**src/rtl/seq_addsub_pkg.sv**
```systemverilog
package seq_addsub_pkg;

    typedef enum logic {
        SRC_REG = 1'b0,
        SRC_FB  = 1'b1
    } src_e;

    typedef enum logic {
        OP_ADD = 1'b0,
        OP_SUB = 1'b1
    } op_e;

    typedef struct packed {
        logic valid;
        src_e src_x;
        src_e src_y;
        op_e  op;
        logic last;
    } ctrl_t;

    localparam int unsigned N_PORTS = 2;

    function automatic logic ends_sequence(input ctrl_t c);
        return c.valid && c.last;
    endfunction

endpackage

```
**src/rtl/sa_regs.sv**
```systemverilog
module sa_regs #(
    parameter int unsigned WIDTH = 16
) (
    input  logic             clk,
    input  logic             rst,
    input  logic             ld_en,
    input  logic [WIDTH-1:0] d_a,
    input  logic [WIDTH-1:0] d_b,
    output logic [WIDTH-1:0] q_a,
    output logic [WIDTH-1:0] q_b
);

    always_ff @(posedge clk) begin
        if (rst) begin
            q_a <= '0;
            q_b <= '0;
        end else if (ld_en) begin
            q_a <= d_a;
            q_b <= d_b;
        end
    end

    AST_LOAD_CAPTURE: assert property (@(posedge clk) disable iff (rst)
        ld_en |=> (q_a == $past(d_a) && q_b == $past(d_b)));

    AST_LOAD_HOLD: assert property (@(posedge clk) disable iff (rst)
        !ld_en |=> ($stable(q_a) && $stable(q_b)));

    AST_REGS_CLEARED: assert property (@(posedge clk)
        rst |=> (q_a == '0 && q_b == '0));

endmodule

```
**src/rtl/sa_opmux.sv**
```systemverilog
module sa_opmux
    import seq_addsub_pkg::*;
#(
    parameter int unsigned WIDTH = 16
) (
    input  src_e             sel,
    input  logic [WIDTH-1:0] reg_val,
    input  logic [WIDTH-1:0] fb_val,
    output logic [WIDTH-1:0] opnd
);

    always_comb begin
        unique case (sel)
            SRC_FB:  opnd = fb_val;
            default: opnd = reg_val;
        endcase
    end

endmodule

```
**src/rtl/sa_alu.sv**
```systemverilog
module sa_alu
    import seq_addsub_pkg::*;
#(
    parameter int unsigned WIDTH = 16
) (
    input  op_e              op,
    input  logic [WIDTH-1:0] x,
    input  logic [WIDTH-1:0] y,
    output logic [WIDTH-1:0] res
);

    logic [WIDTH-1:0] y_eff;
    logic [WIDTH:0]   sum_full;

    // Subtraction as x + ~y + 1, so a single carry chain serves both operations.
    always_comb begin
        y_eff    = (op == OP_SUB) ? ~y : y;
        sum_full = {1'b0, x} + {1'b0, y_eff} + {{WIDTH{1'b0}}, (op == OP_SUB)};
        res      = sum_full[WIDTH-1:0];
    end

endmodule

```
**src/rtl/seq_addsub_dp.sv**
```systemverilog
module seq_addsub_dp
    import seq_addsub_pkg::*;
#(
    parameter int unsigned WIDTH = 16
) (
    input  logic             clk,
    input  logic             rst,
    input  logic             ld_en,
    input  logic [WIDTH-1:0] in_a,
    input  logic [WIDTH-1:0] in_b,
    input  logic             cw_valid,
    input  logic             cw_sel_x,
    input  logic             cw_sel_y,
    input  logic             cw_sub,
    input  logic             cw_last,
    output logic [WIDTH-1:0] result,
    output logic             done
);

    ctrl_t            ctrl;
    logic [WIDTH-1:0] r_a;
    logic [WIDTH-1:0] r_b;
    logic [WIDTH-1:0] acc_q;
    logic [WIDTH-1:0] alu_res;
    logic             done_q;

    logic [WIDTH-1:0] reg_src [N_PORTS];
    logic [WIDTH-1:0] opnd    [N_PORTS];
    src_e             sel     [N_PORTS];

    always_comb begin
        ctrl.valid = cw_valid;
        ctrl.src_x = src_e'(cw_sel_x);
        ctrl.src_y = src_e'(cw_sel_y);
        ctrl.op    = op_e'(cw_sub);
        ctrl.last  = cw_last;
    end

    sa_regs #(.WIDTH(WIDTH)) u_regs (
        .clk   (clk),
        .rst   (rst),
        .ld_en (ld_en),
        .d_a   (in_a),
        .d_b   (in_b),
        .q_a   (r_a),
        .q_b   (r_b)
    );

    assign reg_src[0] = r_a;
    assign reg_src[1] = r_b;
    assign sel[0]     = ctrl.src_x;
    assign sel[1]     = ctrl.src_y;

    for (genvar g = 0; g < N_PORTS; g++) begin : g_port
        sa_opmux #(.WIDTH(WIDTH)) u_mux (
            .sel     (sel[g]),
            .reg_val (reg_src[g]),
            .fb_val  (acc_q),
            .opnd    (opnd[g])
        );
    end

    sa_alu #(.WIDTH(WIDTH)) u_alu (
        .op  (ctrl.op),
        .x   (opnd[0]),
        .y   (opnd[1]),
        .res (alu_res)
    );

    always_ff @(posedge clk) begin
        if (rst) begin
            acc_q  <= '0;
            done_q <= 1'b0;
        end else begin
            if (ctrl.valid) begin
                acc_q <= alu_res;
            end
            done_q <= ends_sequence(ctrl);
        end
    end

    assign result = acc_q;
    assign done   = done_q;

    AST_RESET_CLEAR: assert property (@(posedge clk)
        rst |=> (result == '0 && !done));

    AST_ADD_RESULT: assert property (@(posedge clk) disable iff (rst)
        (cw_valid && !cw_sub) |=> (result == WIDTH'($past(opnd[0]) + $past(opnd[1]))));

    AST_SUB_RESULT: assert property (@(posedge clk) disable iff (rst)
        (cw_valid && cw_sub) |=> (result == WIDTH'($past(opnd[0]) - $past(opnd[1]))));

    AST_FEEDBACK_X: assert property (@(posedge clk) disable iff (rst)
        (cw_valid && cw_sel_x && !cw_sel_y && !cw_sub) |=>
            (result == WIDTH'($past(result) + $past(r_b))));

    AST_IDLE_HOLD: assert property (@(posedge clk) disable iff (rst)
        !cw_valid |=> $stable(result));

    AST_DONE_RISE: assert property (@(posedge clk) disable iff (rst)
        (cw_valid && cw_last) |=> done);

    AST_DONE_LOW: assert property (@(posedge clk) disable iff (rst)
        !(cw_valid && cw_last) |=> !done);

endmodule

```
**config.mk**
```make
export PLATFORM = sky130hd
export DESIGN_NAME = seq_addsub_dp
export DESIGN_NICKNAME = d
export VERILOG_FILES = /design/src/rtl/seq_addsub_pkg.sv /design/src/rtl/sa_regs.sv /design/src/rtl/sa_opmux.sv /design/src/rtl/sa_alu.sv /design/src/rtl/seq_addsub_dp.sv
export SDC_FILE = /design/constraint.sdc
export NUM_CORES = 1
export LEC_CHECK = 0
export BUFFER_PORTS_ARGS = -buffer_cell sky130_fd_sc_hd__buf_2
export CORE_ASPECT_RATIO = 1.75
export CORE_MARGIN = 3
export CORE_UTILIZATION = 41
export DETAILED_ROUTE_END_ITERATION = 8
export SLEW_MARGIN = 5
export SYNTH_ARGS = -nofsm -noshare
export SYNTH_HDL_FRONTEND = slang
export SYNTH_HIERARCHICAL = 1
export SYNTH_SLANG_ARGS = --single-unit
```
**constraint.sdc**
```tcl
create_clock -name clk -period 7.3 [get_ports clk]
set_input_delay 1.095 -clock clk [delete_from_list [all_inputs] [get_ports clk]]
set_output_delay 1.095 -clock clk [all_outputs]
set_load 0.005 [all_outputs]
```
==> impl_results.rst, run 1 <==
.. list-table::
   :header-rows: 1

   * - Metric
     - Value
   * - Maximum number of pins on one net before global-route repair
     - 50
   * - Launching element type of the critical path
     - primary input
   * - All-layer global routing usage
     - 15.8%
   * - Port Buffer Count
     - 56
   * - Pins over their slew limit
     - 0
   * - Beginning of the critical path
     - cw_sel_y
   * - Slowest stage cell on the critical path
     - mux2_2
   * - Endpoint required time on the critical path
     - 7.45 ns
   * - Commonest cells after routing, fill and taps aside
     - buf_2, nor2_1, mux2i_1, dfxtp_1, xor2_1
   * - Number of setup violations in the final report
     - 0
   * - Total clock buffers created by CTS
     - 5
   * - Seq/Total Area, Yosys
     - 31.0%
   * - Fmax
     - 278 MHz
   * - Outcome
     - finished clean
   * - CTS tree
     - done
   * - Source of the worst register-to-register timing path
     - u_regs/q_b[0]
   * - Number of buffers inserted by post-CTS setup repair
     - 0
   * - Initial DRC count
     - 73
   * - Dpl cell area
     - 0.00336 sq mm
   * - Number of synthesized flops with an enable pin
     - 0
   * - Clock sink total
     - 49
   * - Std-Cell Rows
     - 41
   * - Setup slack at placement
     - 3.39 ns
   * - CTS Hold Buffers Added
     - 0
   * - Slew of the pin with the lowest slew margin
     - 0.948 ns
   * - Nature of the critical path endpoint
     - flip-flop
   * - Number of antenna-violating nets in the routed design
     - 0
   * - Net switching share of the total power
     - between 30% and 40%
   * - Via density per instance
     - approximately 5.2
   * - Insertion delay to the later sink of the worst-skew pair
     - 0.29 ns
   * - Worst hold path type
     - flip-flop to flip-flop
   * - Initial standard-cell utilization of the core
     - around 43%
   * - Post-layout net count
     - just over 400
   * - Synthesized area per cell
     - 10.3 sq um
   * - Async set-reset flop share out of synthesis
     - 0%
   * - Synth warnings
     - 6
   * - Cells along the critical path
     - buf_2 > mux2_2 > mux2i_1 > inv_1 > fa_1 > a21oi_1 > o21bai_2 > a21oi_1 > o31ai_1 > xor2_1 > mux2i_1 > nor2_1
   * - Post-CTS clock slew at the launch and capture registers of the worst setup and hold paths
     - approximately 0.070 ns
   * - Global-route wire length before repair
     - ~11 mm
   * - Number of hold violations in the final report
     - 0
   * - LEAKAGE
     - 0.00174 uW
   * - Cell-internal power
     - 666 uW
   * - CTS max path bufs
     - 2
   * - Net switching power
     - ~330 uW
   * - Total Wirelength
     - roughly 6.6 mm
   * - Chip height
     - 122 um
   * - Final HPWL DP
     - 4.87 mm
   * - Post-route DRC
     - 0
   * - Global route total overflow
     - 0
   * - Worst setup skew after layout
     - between 0.006 and 0.007 ns
   * - Depth of the CTS H-tree
     - 2
   * - Post-synthesis instance area
     - ~0.0032 sq mm
   * - Largest fanout on the critical path
     - 16
   * - Layout area overhead
     - 11.6%
   * - Worst setup path class
     - primary input to flip-flop
   * - Final period util
     - approximately half
   * - Syn Inst Count
     - roughly 300
   * - Synthesis-stage register bit count
     - 49
   * - Die Area
     - roughly 0.009 sq mm
   * - Vias in the first global route
     - 2362
   * - TritonRoute pass-1 iters
     - 4
   * - Max-cap viol count
     - 0
   * - PnR worst setup slack
     - 3.71 ns
   * - Hold Startpoint
     - u_regs/q_a[9]
   * - RSZ-0062 raised after global routing
     - no
   * - Combinational share of power
     - approximately two fifths
   * - Post-CTS resize count
     - 0
   * - Area of all placed cells without fillers
     - 0.00353 sq mm
   * - Ratio of cells with drive above 1 in the final layout
     - 29.6%
   * - Routability-driven placement congestion ratio
     - approximately 0.85
   * - DR WL/cell
     - 15.0 um
   * - Share of power burned in the clock network
     - 27.3%
   * - Post-synth top flop
     - dfxtp_1
   * - Syn nets
     - 364
   * - Library cells used by synthesis
     - 39
   * - Share of total power in sequential cells
     - 33.4%
   * - Post-layout minimum cycle time
     - 3.59 ns
   * - Worst hold slack
     - ~0.50 ns
   * - Largest voltage drop on the vdd net
     - roughly 120 uV
   * - Standard cell core area
     - 0.00734 sq mm
   * - Headroom to the max-slew limit
     - 36.8%
   * - Data arrival at the endpoint of the critical path
     - 3.74 ns
   * - Die width
     - 72.4 um
   * - Fillers
     - 715
   * - Antenna diode count
     - 0
   * - Number of I/O pins
     - 57
   * - Master cell of the clock root buffer
     - clkbuf_16
   * - Initial antenna violation count
     - 0
   * - Final sum of negative setup slack
     - 0 ns
   * - Vias after detailed routing
     - 2276
   * - Power density normalized to cell area
     - roughly 280 mW/mm^2
   * - Most frequent standard cell in the layout excluding fill and tap cells
     - buf_2
   * - CP max stage delay
     - 0.42 ns
==> stage by stage <==
step / std cells / power, uW / util, %
CTS: 441 / 1010 / 48.1
finish: 441 / 995 / 48.1
floorplan: 308 / 646 / -
global placement: 433 / 728 / 45.7
detailed placement: 433 / 732 / 45.7
global route: 441 / 1060 / 48.1
==> area by class of cell <==
cell class              instances  area, sq um  share of cell area (%)
multi-input cells             237         1970                    55.7
repair buffers                 56          280                    7.93
clock inverters                 2         37.5                    1.06
flip-flops and latches         49          981                    27.8
well taps                      86          108                    3.05
clock buffers                   6          139                    3.93
inverters                       5         18.8                   0.531
==> synthesized netlist by cell type (2+ instances only) <==
master / count / share of area [%]
mux2_4: 20 / 9.5
a21oi_1: 15 / 2.4
xnor2_1: 6 / 1.7
a211oi_1: 2 / 0.47
buf_12: 6 / 3.8
o21ai_1: 3 / 0.47
inv_1: 5 / 0.59
mux2_2: 12 / 4.3
ha_1: 15 / 5.9
nand2_1: 11 / 1.3
dfxtp_1: 49 / 31
nor2_1: 53 / 6.3
mux2i_1: 49 / 16
xor2_1: 24 / 6.6
o21ai_0: 5 / 0.79
buf_2: 4 / 0.63
clkbuf_1: 3 / 0.36
o31ai_2: 2 / 0.79
buf_6: 4 / 1.4
==> worst paths after layout <==
path | end | slack, ns | depth (start not counted)
hold / removal | u_regs/q_a[9] | 0.50 | 2
setup reg to reg | result[12] | 4.72 | 11
hold reg to reg | u_regs/q_a[9] | 0.50 | 2
setup / recovery | result[12] | 3.71 | 12
==> cell families after synthesis <==
| family | share of synthesized area, % |
|---|---|
| DFF | 31.0 |
| and+or+nand+nor | 9.33 |
| AOI/OAI and AO/OA | 8.74 |
| xor gates and xnor gates | 8.30 |
| muxes | 29.3 |
| buffers and inverters | 6.80 |
| adders and majority gates | 6.56 |
==> worst max-delay path: cells and delay by family <==
| family | cells | cell delay, ns |
|---|---|---|
| simple gates | 1 | 0.05 |
| mux | 3 | 0.82 |
| xor+xnor | 1 | 0.15 |
| fa+ha+maj | 1 | 0.40 |
| buf+inv | 2 | 0.50 |
| compound gates | 4 | 0.71 |
==> state kept, by name (all words and copies together), names as in the netlist <==
name / cells
result: 16
u_regs/q_a: 16
u_regs/q_b: 16
done: 1
==> power by group through the flow <==
stage | Sequential (uW) | Clock [uW] | Combinational [uW]
floorplan | 333 | 0 | 313
global placement | 338 | 0 | 389
detailed placement | 339 | 0 | 393
CTS | 334 | 278 | 396
global route | 339 | 288 | 438
finish | 333 | 272 | 391
==> layer usage <==
| metal | vias to the layer above | routed length, um | GRT usage (%) |
|---|---|---|---|
| met5 | - | 0 | 0 |
| met4 | 0 | 213 | 8.08 |
| met3 | 11 | 211 | 2.54 |
| met2 | 39 | 3580 | 29.2 |
| met1 | 1067 | 2590 | 16.9 |
| li1 | 1159 | - | - |
No activity file was read; power rests on OpenSTA's default activity.
==> inputs of run 2 (changes only) <==
ABC_AREA = 1   (was unset)
clock period = 3.7 ns   (was 7.3 ns; I/O delays follow)
==> run 2 against run 1 <==
Effect of this change: sequential share of layout area shrank 2.8 points; worst hold slack lost 0.034 ns; clock power grew 79%; count of clock-buffer cells in the layout is the same; first-iteration DRC count grew 86%; flip-flop and latch count is the same; combinational power grew 61%; sequential power grew 88%; utilization shrank 1.5 points; via count grew 41%; critical path depth grew 6; critical endpoint is now result[10]; largest cell class unchanged; highest routed layer unchanged.
==> impl_results.rst, run 2 <==
.. list-table::
   :header-rows: 1

   * - Metric
     - Value
   * - Initial standard-cell utilization of the core
     - 42.9% (-0.28 points)
   * - LEAKAGE
     - 0.00233 uW (+34%)
   * - Top cell type's share of synthesized area
     - 27.2% (-3.8 points)
   * - Via density per instance
     - 4.35 (-16%)
   * - Post-route insts no fill
     - 735 (+67%)
   * - CTS Hold Buffers Added
     - 0 (unchanged)
   * - Dominant cell by count in the synthesized netlist
     - nand2_1
   * - Depth of the CTS H-tree
     - 2 (unchanged)
   * - Total clock buffers created by CTS
     - 5 (unchanged)
   * - Post-CTS resize count
     - 0 (unchanged)
   * - CTS max path bufs
     - 2 (unchanged)
   * - Library cells used by synthesis
     - 28 (-28%)
   * - Antenna diode count
     - 0 (unchanged)
   * - Vias after detailed routing
     - 3198 (+41%)
   * - Source of the worst register-to-register timing path
     - result[10]
   * - Final HPWL DP
     - 6.25 mm (+28%)
   * - Seq/Total Area, Yosys
     - 27.2% (-3.8 points)
   * - Endpoint required time on the critical path
     - 3.89 ns (-3.56 ns)
   * - Nature of the critical path endpoint
     - flip-flop
   * - Tot Pwr
     - 1740 uW (+75%)
   * - Slew of the pin with the lowest slew margin
     - 1.03 ns (+0.0814 ns)
   * - DR WL/cell
     - 10.8 um (-28%)
   * - Cell repeated most along the worst path
     - nand2_1
   * - Data arrival at the endpoint of the critical path
     - 2.59 ns (-1.15 ns)
   * - Die Area
     - 0.0100 sq mm (+13%)
   * - Worst hold path type
     - primary input to flip-flop
   * - Number of buffers inserted by post-CTS setup repair
     - 0 (unchanged)
   * - Area of all placed cells without fillers
     - 0.00393 sq mm (+11%)
   * - Synth warnings
     - 6 (unchanged)
   * - Slowest stage cell on the critical path
     - fa_1
   * - Post-CTS clock slew at the launch and capture registers of the worst setup and hold paths
     - 0.07 ns (about the same)
   * - Area taken by multi-input logic gates
     - 0.00209 sq mm (+6.4%)
   * - Routability-driven placement congestion ratio
     - 0.867 (+1.5%)
   * - Post-synth top flop
     - dfxtp_1
   * - Maximum number of pins on one net before global-route repair
     - 65 (+30%)
   * - Number of hold violations in the final report
     - 0 (unchanged)
   * - Number of antenna-violating nets in the routed design
     - 0 (unchanged)
   * - Initial DRC count
     - 136 (+86%)
   * - Dominant cells by area after synthesis
     - dfxtp_1, nand2_1, nor2_1
   * - Layout area overhead
     - 8.80%
   * - CP delay by family, top
     - simple AND/OR/NAND/NOR gates
   * - WP buf/inv
     - 3 (+1)
   * - Clock sink total
     - 49 (unchanged)
   * - Dpl cells
     - 727 (+68%)
   * - RSZ-0062 raised after global routing
     - no
   * - Power density normalized to cell area
     - 443 mW/mm^2 (+57%)
   * - Largest fanout on the critical path
     - 17 (+1)
   * - Max-cap viol count
     - 0 (unchanged)
   * - Number of I/O pins
     - 57 (unchanged)
   * - Ratio of cells with drive above 1 in the final layout
     - 17.9% (-12 points)
   * - Global route total overflow
     - 0 (unchanged)
   * - Worst setup path class
     - primary input to flip-flop
   * - Dpl cell area
     - 0.00377 sq mm (+12%)
   * - Number of synthesized flops with an enable pin
     - 0 (unchanged)
   * - Commonest cells after routing, fill and taps aside
     - nand2_1, nor2_1, inv_1, buf_2, dfxtp_1
   * - Post-route DRC
     - 0 (unchanged)
   * - Post-synthesis instance area
     - 0.00361 sq mm (+14%)
   * - Cell accounting for the most synthesized area
     - dfxtp_1
   * - Launching element type of the critical path
     - primary input
   * - Syn Inst Count
     - 579 (+88%)
   * - Master cell of the clock root buffer
     - clkbuf_16
   * - Cells along the critical path
     - buf_2 > inv_6 > nand2_1 > nand2_1 > xor2_1 > fa_1 > nand3_1 > nand2_1 > nand3_1 > nand2_2 > nand2_1 > nand2_1 > nand2_1 > nand2_1 > inv_1 > nand2_1 > nand2_1 > nor2_1
   * - Synthesized area per cell
     - 6.23 sq um (-39%)
   * - Largest voltage drop on the vdd net
     - 244 uV (+96%)
   * - All-layer global routing usage
     - 17.0% (+1.1 points)
   * - Synthesis-stage register bit count
     - 49 (unchanged)
   * - Fmax
     - 417 MHz
   * - Number of setup violations in the final report
     - 0 (unchanged)
   * - Standard cell core area
     - 0.00842 sq mm (+15%)
   * - Total Wirelength
     - 7.92 mm (+20%)
   * - Beginning of the critical path
     - cw_sel_y
   * - CTS tree
     - done
   * - Syn nets
     - 635 (+74%)
   * - Headroom to the max-slew limit
     - 31.4% (-5.4 points)
   * - Outcome
     - finished clean
   * - Vias in the first global route
     - 2991 (+27%)
   * - Port Buffer Count
     - 56 (unchanged)
   * - Insertion delay to the later sink of the worst-skew pair
     - 0.29 ns (about the same)
   * - Post-layout net count
     - 675 (+65%)
   * - Pins over their slew limit
     - 0 (unchanged)
   * - Commonest cells in the synthesized netlist
     - nand2_1, nor2_1, inv_1
   * - Post-layout minimum cycle time
     - around 2.4 ns
   * - Async set-reset flop share out of synthesis
     - 0% (unchanged)
   * - Die width
     - 76.9 um (+6.2%)
   * - Most frequent standard cell in the layout excluding fill and tap cells
     - nand2_1
   * - Chip height
     - 130 um (+6.5%)
   * - Fillers
     - 952 (+33%)
   * - Std-Cell Rows
     - 44 (+7.3%)
   * - Hold Startpoint
     - rst
   * - Initial antenna violation count
     - 0 (unchanged)
   * - Final period util
     - 64.8%
   * - Worst setup skew after layout
     - 0.00760 ns (+0.00134 ns)
   * - CP max stage delay
     - 0.46 ns (+0.04 ns)
   * - Final sum of negative setup slack
     - 0 ns (unchanged)
   * - TritonRoute pass-1 iters
     - 5 (+1)
   * - Global-route wire length before repair
     - 13.8 mm (+27%)
   * - Total area of sequential cells
     - 981 sq um (unchanged)
run 2: power breakdown:
part | leakage (uW) | internal [uW] | total (uW) | switching (uW)
clock network | 0.0000775 | 273 | 486 | 212
registers | 0.000407 | 578 | 625 | 47.2
logic | 0.00185 | 243 | 628 | 386
total | 0.00233 | 1090 | 1740 | 646
run 2: final timing paths:
kind	slack, ns	to	cells after the start
worst max-delay path	1.30	result[10]	18
worst max register to register	1.58	result[15]	14
worst min register to register	0.47	u_regs/q_b[5]	2
worst min-delay path	0.46	done	2
run 2: worst reg2reg max path, cell delays in order (launching register included):
cell	delay, ns
dfxtp_1	0.43
nand2_1	0.08
nand2_1	0.09
xor2_1	0.16
ha_1	0.33
a21oi_1	0.21
nand2_1	0.09
a21oi_1	0.24
nand2_1	0.09
nand2_1	0.07
nand2_1	0.05
inv_1	0.04
nand2_1	0.04
nand2_1	0.08
nor2_1	0.04
run 2: area by class of cell:
type	count	area share [%]
sequential	49	25.0
clock inverter	2	0.446
clock buffer	6	3.54
timing repair buffer	56	7.14
multi-input combinational	437	53.3
tap	115	3.66
inverter	70	6.94
run 2: cells by family (layout without fill, tap and decap cells):
family,after synthesis,in the layout,synth area share (%)
flops,49,49,27.2
buf+inv,93,134,14.8
simple gates,376,376,43.2
compound gates,21,21,3.22
fa+ha+maj,16,16,5.75
xor+xnor,24,24,5.82
run 2: per-layer routing:
layer  vias to the layer above  wire length (um)  GRT usage (%)
met5                         -                 0              0
met4                         0               150           6.40
met3                        12               283           2.56
met2                        65              3950           30.1
met1                      1342              3540           20.6
li1                       1779                 -              -
run 2: stage by stage:
step                setup WS (ns)  hold slack, ns  util, %
global route                 1.03           0.469     46.6
CTS                          1.29           0.457     46.6
global placement             1.02           0.461     44.8
finish                       1.30           0.462     46.6
floorplan                    1.45           0.449        -
detailed placement          0.975           0.463     44.8
